<file path="src/rtl/adc_seq_pkg.sv">
package adc_seq_pkg;
  typedef enum logic [1:0] {
    KIND_FIRST  = 2'd0,
    KIND_NORMAL = 2'd1,
    KIND_AUTO   = 2'd2
  } conv_kind_e;
endpackage

</file>
<file path="src/rtl/adc_seq_phase.sv">
// Tracks which ADC edge each half-cycle tick represents.
module adc_seq_phase (
  input  logic clk,
  input  logic rst,
  input  logic tick_en,
  output logic rise_tick
);
  logic phase_q;  // 0: next tick is a rising ADC edge

  always_ff @(posedge clk) begin
    if (rst) begin
      phase_q <= 1'b0;
    end else if (tick_en) begin
      phase_q <= ~phase_q;
    end
  end

  assign rise_tick = tick_en & ~phase_q;
endmodule

</file>
<file path="src/rtl/adc_seq_fsm.sv">
// Conversion timer: start arbitration, half-tick counter, strobes.
module adc_seq_fsm
  import adc_seq_pkg::*;
#(
  parameter int FIRST_LEN = 50,
  parameter int FIRST_SH  = 27,
  parameter int NORM_LEN  = 26,
  parameter int NORM_SH   = 3,
  parameter int AUTO_LEN  = 27,
  parameter int AUTO_SH   = 4,
  parameter int CNT_W     = 6
) (
  input  logic clk,
  input  logic rst,
  input  logic tick_en,
  input  logic rise_tick,
  input  logic adc_en,
  input  logic auto_en,
  input  logic start_wr,
  input  logic trig,
  output logic busy,
  output logic start_bit,
  output logic lock,
  output logic sh_pulse,
  output logic cmpl
);
  logic             en_q;
  logic             first_q;
  logic             trig_pend;
  logic [CNT_W-1:0] cnt;
  logic [CNT_W-1:0] nxt;
  logic [CNT_W-1:0] len_sel;
  logic [CNT_W-1:0] sh_sel;
  conv_kind_e       kind_q;
  logic             go_trig;
  logic             go_sw;
  logic             go;

  assign go_trig = adc_en & tick_en & trig_pend & ~busy;
  assign go_sw   = adc_en & rise_tick & start_bit & ~busy & ~trig_pend;
  assign go      = go_trig | go_sw;
  assign nxt     = cnt + CNT_W'(1);

  always_comb begin
    case (kind_q)
      KIND_FIRST: begin
        len_sel = CNT_W'(FIRST_LEN);
        sh_sel  = CNT_W'(FIRST_SH);
      end
      KIND_AUTO: begin
        len_sel = CNT_W'(AUTO_LEN);
        sh_sel  = CNT_W'(AUTO_SH);
      end
      default: begin
        len_sel = CNT_W'(NORM_LEN);
        sh_sel  = CNT_W'(NORM_SH);
      end
    endcase
  end

  assign cmpl     = adc_en & busy & tick_en & (nxt == len_sel);
  assign sh_pulse = adc_en & busy & tick_en & (nxt == sh_sel);
  assign lock     = busy & (cnt < (len_sel - CNT_W'(2)));

  always_ff @(posedge clk) begin
    if (rst) begin
      en_q      <= 1'b0;
      first_q   <= 1'b0;
      trig_pend <= 1'b0;
      start_bit <= 1'b0;
      busy      <= 1'b0;
      cnt       <= '0;
      kind_q    <= KIND_NORMAL;
    end else begin
      en_q <= adc_en;

      if (adc_en && !en_q) begin
        first_q <= 1'b1;
      end else if (cmpl) begin
        first_q <= 1'b0;
      end

      if (!adc_en || !auto_en || go) begin
        trig_pend <= 1'b0;
      end else if (trig && !busy) begin
        trig_pend <= 1'b1;
      end

      if (!adc_en || cmpl) begin
        start_bit <= 1'b0;
      end else if (start_wr || go_trig) begin
        start_bit <= 1'b1;
      end

      if (!adc_en || cmpl) begin
        busy <= 1'b0;
      end else if (go) begin
        busy <= 1'b1;
      end

      if (go) begin
        cnt <= '0;
        if (first_q) begin
          kind_q <= KIND_FIRST;
        end else if (go_trig) begin
          kind_q <= KIND_AUTO;
        end else begin
          kind_q <= KIND_NORMAL;
        end
      end else if (busy && tick_en) begin
        cnt <= nxt;
      end
    end
  end
endmodule

</file>
<file path="src/rtl/adc_seq_selbuf.sv">
// Selection register plus the lockable copy that drives the multiplexer.
module adc_seq_selbuf #(
  parameter int SEL_W = 5
) (
  input  logic             clk,
  input  logic             rst,
  input  logic             sel_wr,
  input  logic [SEL_W-1:0] sel_wdata,
  input  logic             lock,
  output logic [SEL_W-1:0] mux_sel
);
  logic [SEL_W-1:0] sel_reg;

  always_ff @(posedge clk) begin
    if (rst) begin
      sel_reg <= '0;
      mux_sel <= '0;
    end else begin
      if (sel_wr) begin
        sel_reg <= sel_wdata;
      end
      if (!lock) begin
        mux_sel <= sel_reg;
      end
    end
  end
endmodule

</file>
<file path="src/rtl/adc_seq_ctrl.sv">
module adc_seq_ctrl #(
  parameter int SEL_W     = 5,
  parameter int RES_W     = 10,
  parameter int FIRST_LEN = 50,
  parameter int FIRST_SH  = 27,
  parameter int NORM_LEN  = 26,
  parameter int NORM_SH   = 3,
  parameter int AUTO_LEN  = 27,
  parameter int AUTO_SH   = 4
) (
  input  logic             clk,
  input  logic             rst,
  input  logic             tick_en,
  input  logic             adc_en,
  input  logic             auto_en,
  input  logic             start_wr,
  input  logic             trig,
  input  logic             sel_wr,
  input  logic [SEL_W-1:0] sel_wdata,
  input  logic             flag_clr,
  input  logic [RES_W-1:0] conv_data,
  output logic [SEL_W-1:0] mux_sel,
  output logic             sh_strobe,
  output logic             start_busy,
  output logic             done_flag,
  output logic [RES_W-1:0] result
);
  localparam int MAX_A = (FIRST_LEN > NORM_LEN) ? FIRST_LEN : NORM_LEN;
  localparam int MAX_L = (MAX_A > AUTO_LEN) ? MAX_A : AUTO_LEN;
  localparam int CNT_W = $clog2(MAX_L + 1);

  logic rise_tick;
  logic busy;
  logic lock;
  logic sh_pulse;
  logic cmpl;

  adc_seq_phase u_phase (
    .clk       (clk),
    .rst       (rst),
    .tick_en   (tick_en),
    .rise_tick (rise_tick)
  );

  adc_seq_fsm #(
    .FIRST_LEN (FIRST_LEN),
    .FIRST_SH  (FIRST_SH),
    .NORM_LEN  (NORM_LEN),
    .NORM_SH   (NORM_SH),
    .AUTO_LEN  (AUTO_LEN),
    .AUTO_SH   (AUTO_SH),
    .CNT_W     (CNT_W)
  ) u_fsm (
    .clk       (clk),
    .rst       (rst),
    .tick_en   (tick_en),
    .rise_tick (rise_tick),
    .adc_en    (adc_en),
    .auto_en   (auto_en),
    .start_wr  (start_wr),
    .trig      (trig),
    .busy      (busy),
    .start_bit (start_busy),
    .lock      (lock),
    .sh_pulse  (sh_pulse),
    .cmpl      (cmpl)
  );

  adc_seq_selbuf #(
    .SEL_W (SEL_W)
  ) u_selbuf (
    .clk       (clk),
    .rst       (rst),
    .sel_wr    (sel_wr),
    .sel_wdata (sel_wdata),
    .lock      (lock),
    .mux_sel   (mux_sel)
  );

  always_ff @(posedge clk) begin
    if (rst) begin
      sh_strobe <= 1'b0;
      done_flag <= 1'b0;
      result    <= '0;
    end else begin
      sh_strobe <= sh_pulse;
      if (cmpl) begin
        done_flag <= 1'b1;
        result    <= conv_data;
      end else if (flag_clr) begin
        done_flag <= 1'b0;
      end
    end
  end
endmodule

</file>
<file path="config.mk">
export PLATFORM = sky130hd
export DESIGN_NAME = adc_seq_ctrl
export DESIGN_NICKNAME = d
export VERILOG_FILES = /design/src/rtl/adc_seq_pkg.sv /design/src/rtl/adc_seq_phase.sv /design/src/rtl/adc_seq_fsm.sv /design/src/rtl/adc_seq_selbuf.sv /design/src/rtl/adc_seq_ctrl.sv
export SDC_FILE = /design/constraint.sdc
export NUM_CORES = 1
export LEC_CHECK = 0
export ABC_AREA = 1
export BUFFER_PORTS_ARGS = -buffer_cell sky130_fd_sc_hd__buf_2
export CORE_MARGIN = 5
export CORE_UTILIZATION = 49
export CTS_CLUSTER_SIZE = 28
export DETAILED_ROUTE_END_ITERATION = 8
export PLACE_DENSITY_LB_ADDON = 0.2
export SLEW_MARGIN = 30
export SYNTH_ARGS = -nofsm -noshare
export SYNTH_HDL_FRONTEND = slang
export SYNTH_SLANG_ARGS = --single-unit
</file>
<file path="constraint.sdc">
create_clock -name clk -period 2 [get_ports clk]
set_input_delay 0 -clock clk [delete_from_list [all_inputs] [get_ports clk]]
set_output_delay 0 -clock clk [all_outputs]
set_load 0.02 [all_outputs]
</file>
==> out/summary.md, run 1 <==
## Clocking
• **CTS tree** built
• **hold-fix buffers at CTS** 27
• **# H-tree levels** 2
• **total of cells resized after clock tree synthesis** 0
• **clock tree buffer depth** 2
• **number of buffers added by the clock tree synthesis step** 5
• **Sinks on Clock Net** 36
• **clock tree root driver cell** clkbuf_4
• **clock input transition at the sequential cells of the worst setup and hold paths** 0.11 ns
• **latest clock arrival within the worst-skew pair** 0.35 ns
• **post-CTS setup buffers** 0

## Synthesis
• **fraction of synthesis flops using an asynchronous set or reset pin** 0
• **post-synthesis instance total** 235
• **number of enable flip-flop cells after synthesis** 0
• **number of warnings issued by yosys** 0
• **share of synthesized cell area in full adder, half adder and majority cells** 0.0291
• **cell taking the most area after synthesis** dfxtp_1
• **Synth Area in XOR/XNOR** 0
• **most common library cells after synthesis** nand2_1, dfxtp_1, nor2_1
• **cells taking the most area after synthesis** dfxtp_1, nand2_1, nor2_1
• **register bit count reported by yosys** 36
• **post-synthesis area per instance** 7.32 um^2
• **mux share of post-synthesis cell area** 0.00655
• **main combinational cell family by area after synthesis** simple AND/OR/NAND/NOR gates
• **most instantiated library cell after synthesis** nand2_1
• **area share of the largest cell type after synthesis** 0.419
• **Simple-Gate Fraction of Synth Area** 0.313
• **syn_nets** 263
• **main flop type after synthesis** dfxtp_1
• **post-synth design cell area** 1720 um^2
• **Seq/Total Area, Yosys** 0.419
• **Synth Area in Compound Gates** 0.137
• **Yosys cell types** 31

## Die
• **number of top-level pins** 42
• **row count** 21
• **starting density of the core** 0.511
• **DIE WIDTH** 69.2 um
• **area inside the core boundary** 3360 um^2
• **die outline height** 69.2 um
• **full die area** 4790 um^2

## Placement
• **detailed placement HPWL** 2660 um
• **global placer's final weighted congestion** 0.799
• **instance area after placement** 1980 um^2
• **Port Buffer Count** 41

## Worst setup path
• **number of buffers and inverters on the critical path** 2
• **cell repeated most along the worst path** nor2_1
• **worst-path fanout max** 20
• **crit path DAT** 2.00 ns
• **Cell Chain, Critical Path** inv_1 > nor2_1 > ha_1 > nand3b_1 > nor2_2 > nand2_2 > nor2_4 > buf_12 > nand3_1 > nand2_1 > nor2_1
• **Critical Path Source Type** flip-flop
• **critical path data required time** 2.24 ns
• **kind of capture point of the worst setup path** flip-flop
• **critical path's top delay family** simple AND/OR/NAND/NOR gates
• **type of the worst setup path** flip-flop to flip-flop
• **standard cell with the maximum stage delay on the critical path** dfxtp_1
• **highest cell delay on the worst timing path** 0.36 ns

## Layout
• **layout cells sized above 1** 0.229
• **summed area of non-filler cells in the final layout** 2310 um^2
• **number of flip-flops in the largest register** 10
• **area occupied by multi-input gates** 835 um^2
• **largest registers in the final layout** result: 10 flops, u_fsm.cnt: 6 flops
• **fill count** 298
• **antenna cells** 0
• **register name with the most flops** result
• **Area Growth Syn to Fin** 34.6%
• **nets** 337
• **storage element area** 721 um^2

## GRT
• **total congestion overflow** 0
• **pin count of the biggest net entering global routing** 22
• **first-pass GRT wire length** 7070 um
• **global routing usage summed across all routing layers** 0.180
• **number of global-route vias before repair** 1560
• **initial antenna violation count** 0

## STA
• **final number of hold-violating endpoints** 0
• **Setup-failing EPs final** 0
• **final number of max-transition violations** 0
• **accumulated negative setup slack** 0 ns
• **Max Clk Rate** 0.569 GHz
• **Worst slew margin** 0.760
• **final period utilization** 0.878
• **post-layout minimum cycle time** 1.76 ns
• **Tightest Pin Transition** 0.357 ns
• **unrepaired setup endpoints after global routing** no
• **clk_skew** 0.0127 ns

## Run
• **number of violations of the max-capacitance limit** 0

## Detailed routing
• **final WL** 4060 um
• **count of unresolved DRC violations after routing** 0
• **DR pass1 iterations** 4
• **routed via count** 1692
• **via density per instance** 4.75
• **wire per inst** 11.4 um
• **initial drt markers** 118
• **post-route ant nets** 0

## Hold path
• **Hold WC Path Type** input pin to flip-flop

## Pwr
• **leak pwr** 1.06 nW
• **areal power density over the cells** 570 nW/um^2
• **largest voltage drop on the vdd net** 0.408 mV

## Run status
• **run status** complete, no violations

worst min-delay path, cell delays in order:
cell           delay [ns]
dlygate4sd3_1        0.52
buf_2                0.10
nor3_1               0.04
nor2_1               0.08
cell usage in the layout, fill, tap and decap left out, types with 3 or more instances in the layout:
cell type,instances
nand2_2,5
ha_1,4
a21oi_1,24
nor2_2,3
dfxtp_1,36
inv_1,24
o211ai_1,5
nand2_1,41
buf_4,5
dlygate4sd3_1,27
clkbuf_4,5
nand3_1,22
buf_2,41
o21ai_0,7
nor2_1,36
report_power, final:
| part | total [mW] | switching (mW) | internal, mW |
|---|---|---|---|
| clock network | 0.417 | 0.244 | 0.172 |
| registers | 0.748 | 0.0114 | 0.736 |
| logic | 0.156 | 0.0740 | 0.0816 |
| total | 1.32 | 0.330 | 0.990 |
layer usage:
metal | global-route usage | share of wire | vias to the layer above
li1 | - | - | 911
met2 | 0.293 | 0.49 | 32
met5 | 0 | 0 | -
met3 | 0.0638 | 0.045 | 9
met1 | 0.214 | 0.44 | 740
met4 | 0.0738 | 0.023 | 0
stage by stage:
step	worst slack, ns	power [mW]	hold slack (ns)	cells	util
2_1_floorplan	0.388	0.829	0.131	235	-
3_3_place_gp	0.291	0.872	0.220	321	0.589
3_5_place_dp	0.257	0.873	0.227	321	0.589
4_1_cts	0.235	1.33	0.411	356	0.688
5_1_grt	0.0433	1.39	0.435	356	0.688
6_report	0.243	1.32	0.417	356	0.688
worst paths after layout:
kind                                     startpoint             endpoint  slack (ns)  depth (start not counted)
worst min-delay path                       start_wr      u_fsm.start_bit        0.42                          4
worst max-delay path                u_fsm.kind_q[1]            result[4]        0.24                         11
worst max register to register      u_fsm.kind_q[1]            result[4]        0.24                         11
worst min register to register  u_selbuf.sel_reg[0]  u_selbuf.mux_sel[0]        0.47                          2
logic make-up after synthesis:
| kind of cell | Yosys count |
|---|---|
| AOI/OAI and AO/OA | 42 |
| buffers and inverters | 34 |
| and+or+nand+nor | 118 |
| muxes | 1 |
| DFF | 36 |
| adders and majority gates | 4 |
area by class of cell:
cell class | instances | share of cell area
inverter | 27 | 0.0459
timing repair buffer | 74 | 0.230
clock buffer | 7 | 0.0238
multi-input combinational | 165 | 0.361
clock inverter | 1 | 0.00324
tap | 46 | 0.0249
sequential | 36 | 0.311
(Power assumes the default switching activity.)
==> inputs of run 2 (changes only) <==
- REMOVE_ABC_BUFFERS: not set -> 1
==> run 2 against run 1 <==
Design area up 0.27%. Cell count decreased by 0.28%. Critical path depth shrank 2. Maximum frequency fell by 3.1%. Sequential share of layout area decreased by 0.084 points. Via count up 2.5%. Critical endpoint is now u_fsm.trig_pend. Largest cell class unchanged.
==> out/summary.md, run 2 (synthesis results as in run 1) <==
## STA
• **unrepaired setup endpoints after global routing** no
• **Setup-failing EPs final** 0, unchanged
• **clk_skew** 0.00424 ns, -0.00842 ns
• **Worst slew margin** 0.767, +0.00721
• **final period utilization** 0.906, +0.0280
• **Tightest Pin Transition** 0.347 ns, -0.0108 ns
• **final number of hold-violating endpoints** 0, unchanged
• **Max Clk Rate** 0.552 GHz, -3.1%
• **post-layout minimum cycle time** 1.81 ns, +0.0560 ns
• **final number of max-transition violations** 0, unchanged
• **tightest hold margin** 0.470 ns, +0.0534 ns
• **accumulated negative setup slack** 0 ns, unchanged

## Worst setup path
• **startpoint of the worst-slack reg-to-reg timing path** u_fsm.kind_q[1]
• **crit path DAT** 2.04 ns, +0.04 ns
• **standard cell with the maximum stage delay on the critical path** dlygate4sd3_1
• **worst-path fanout max** 13, -35%
• **Cell Chain, Critical Path** dlygate4sd3_1 > buf_2 > clkinv_1 > buf_4 > nand2_1 > inv_1 > nand2_1 > nor3_1 > dlygate4sd3_1
• **kind of capture point of the worst setup path** flip-flop
• **number of buffers and inverters on the critical path** 6, +4
• **RR Endpoint** result[7]
• **flop2flop setup slack** 0.24 ns, about the same
• **critical path's top delay family** buffers and inverters
• **critical path data required time** 2.22 ns, -0.02 ns
• **type of the worst setup path** input pin to flip-flop
• **Critical Path Source Type** input pin
• **worst-case reg-to-reg path depth** 11, unchanged
• **highest cell delay on the worst timing path** 0.56 ns, +0.20 ns

## GRT
• **total congestion overflow** 0, unchanged
• **global routing usage summed across all routing layers** 0.179, -0.00127
• **pin count of the biggest net entering global routing** 21, -4.5%
• **first-pass GRT wire length** 7090 um, +0.20%
• **initial antenna violation count** 0, unchanged
• **number of global-route vias before repair** 1583, +1.5%

## Die
• **area inside the core boundary** 3360 um^2, unchanged
• **row count** 21, unchanged
• **full die area** 4790 um^2, unchanged
• **die outline height** 69.2 um, unchanged
• **DIE WIDTH** 69.2 um, unchanged
• **starting density of the core** 0.511, unchanged
• **number of top-level pins** 42, unchanged

## Hold path
• **source of the worst hold timing path** start_wr
• **worst min-delay path endpoint** u_fsm.start_bit
• **cell depth of the worst hold path** 4, unchanged
• **Hold WC Path Type** input pin to flip-flop

## Layout
• **layout cells sized above 1** 0.227, -0.00250
• **summed area of non-filler cells in the final layout** 2320 um^2, +0.27%
• **fill count** 295, -1.0%
• **number of flip-flops in the largest register** 10, unchanged
• **register name with the most flops** result
• **antenna cells** 0, unchanged
• **Area Growth Syn to Fin** 35.0%
• **nets** 336, -0.30%
• **most used cells in the layout excluding fill and tap cells** nand2_1, buf_2, nor2_1, dfxtp_1, dlygate4sd3_1
• **largest registers in the final layout** result: 10 flops, u_fsm.cnt: 6 flops
• **Post-Route Utilization** 0.690, +0.00186

## Detailed routing
• **count of unresolved DRC violations after routing** 0, unchanged
• **wire per inst** 11.7 um, +2.9%
• **post-route ant nets** 0, unchanged
• **initial drt markers** 125, +5.9%
• **final WL** 4160 um, +2.6%
• **via density per instance** 4.89, +2.8%
• **DR pass1 iterations** 4, unchanged
• **routed via count** 1735, +2.5%

## Clocking
• **number of buffers added by the clock tree synthesis step** 5, unchanged
• **total of cells resized after clock tree synthesis** 0, unchanged
• **latest clock arrival within the worst-skew pair** 0.33 ns, -0.02 ns
• **CTS tree** built
• **# H-tree levels** 2, unchanged
• **clock input transition at the sequential cells of the worst setup and hold paths** 0.11 ns, about the same
• **Sinks on Clock Net** 36, unchanged
• **clock tree root driver cell** clkbuf_4
• **clock tree buffer depth** 2, unchanged

## Placement
• **instance area after placement** 1970 um^2, -0.38%
• **detailed placement HPWL** 2720 um, +2.3%
• **Port Buffer Count** 41, unchanged
• **global placer's final weighted congestion** 0.837, +4.7%

## Pwr
• **largest voltage drop on the vdd net** 0.573 mV, +40%
• **areal power density over the cells** 607 nW/um^2, +6.4%
• **leak pwr** 1.07 nW, +0.49%

## Run
• **number of violations of the max-capacitance limit** 0, unchanged

## Run status
• **run status** complete, no violations

run 2: changes by cell type in the layout (fill, tap and decap cells not counted):
cell	before	now
buf_4	5	4
bufinv_16	0	1
clkbuf_8	1	0
clkinv_2	0	1
clkinvlp_4	1	0
run 2: layout make-up:
cell class	instances	area [um^2]	share of cell area
Clock buffer	6	41.3	0.0178
Clock inverter	2	35.0	0.0151
Timing Repair Buffer	73	526	0.226
Inverter	27	106	0.0458
Tap cell	46	57.6	0.0248
Multi-Input combinational cell	165	835	0.360
Sequential cell	36	721	0.311
run 2: worst reg2reg max path, cell delays in order (launching register included):
cell and delay [ns]:
dfxtp_1 0.36, inv_1 0.06, nor2_1 0.15, ha_1 0.27
nand3b_1 0.17, nor2_2 0.12, nand2_2 0.07, nor2_4 0.14
buf_12 0.16, nand3_1 0.08, nand2_1 0.07, nor2_1 0.03
run 2: worst max-delay path by stage:
stage,startpoint,endpoint,depth (start not counted)
final,rst,u_fsm.trig_pend,9
after global routing,u_fsm.kind_q[0],u_selbuf.mux_sel[2],7
after detailed placement,u_fsm.kind_q[1],result[7],11
after floorplan,u_fsm.kind_q[1],u_fsm.first_q,10
after global placement,u_fsm.kind_q[1],result[6],11
after CTS,u_fsm.kind_q[1],result[7],11
run 2: report_power, final:
part / leakage [nW] / internal (mW) / switching, mW
combinational: 0.732 / 0.0814 / 0.0758
sequential: 0.293 / 0.736 / 0.0115
clock: 0.0422 / 0.262 / 0.241
run 2: per-stage QoR:
| step | std cells | setup slack, ns | total power, mW |
|---|---|---|---|
| floorplan | 228 | 0.225 | 0.823 |
| global placement | 320 | 0.271 | 0.873 |
| detailed placement | 320 | 0.253 | 0.874 |
| CTS | 355 | 0.235 | 1.41 |
| global route | 355 | 0.0487 | 1.47 |
| finish | 355 | 0.187 | 1.41 |
run 2: per-layer routing:
| metal | routed length, um | global-route usage | part of all wire |
|---|---|---|---|
| met3 | 249 | 0.0536 | 0.060 |
| met5 | 0 | 0 | 0 |
| met2 | 1950 | 0.289 | 0.47 |
| met4 | 48 | 0.0564 | 0.012 |
| met1 | 1910 | 0.227 | 0.46 |
run 2: repair_timing:
item	in CTS	in global routing
setup buffers	0	0
hold endpoints to repair	25	0
hold buffers	27	0
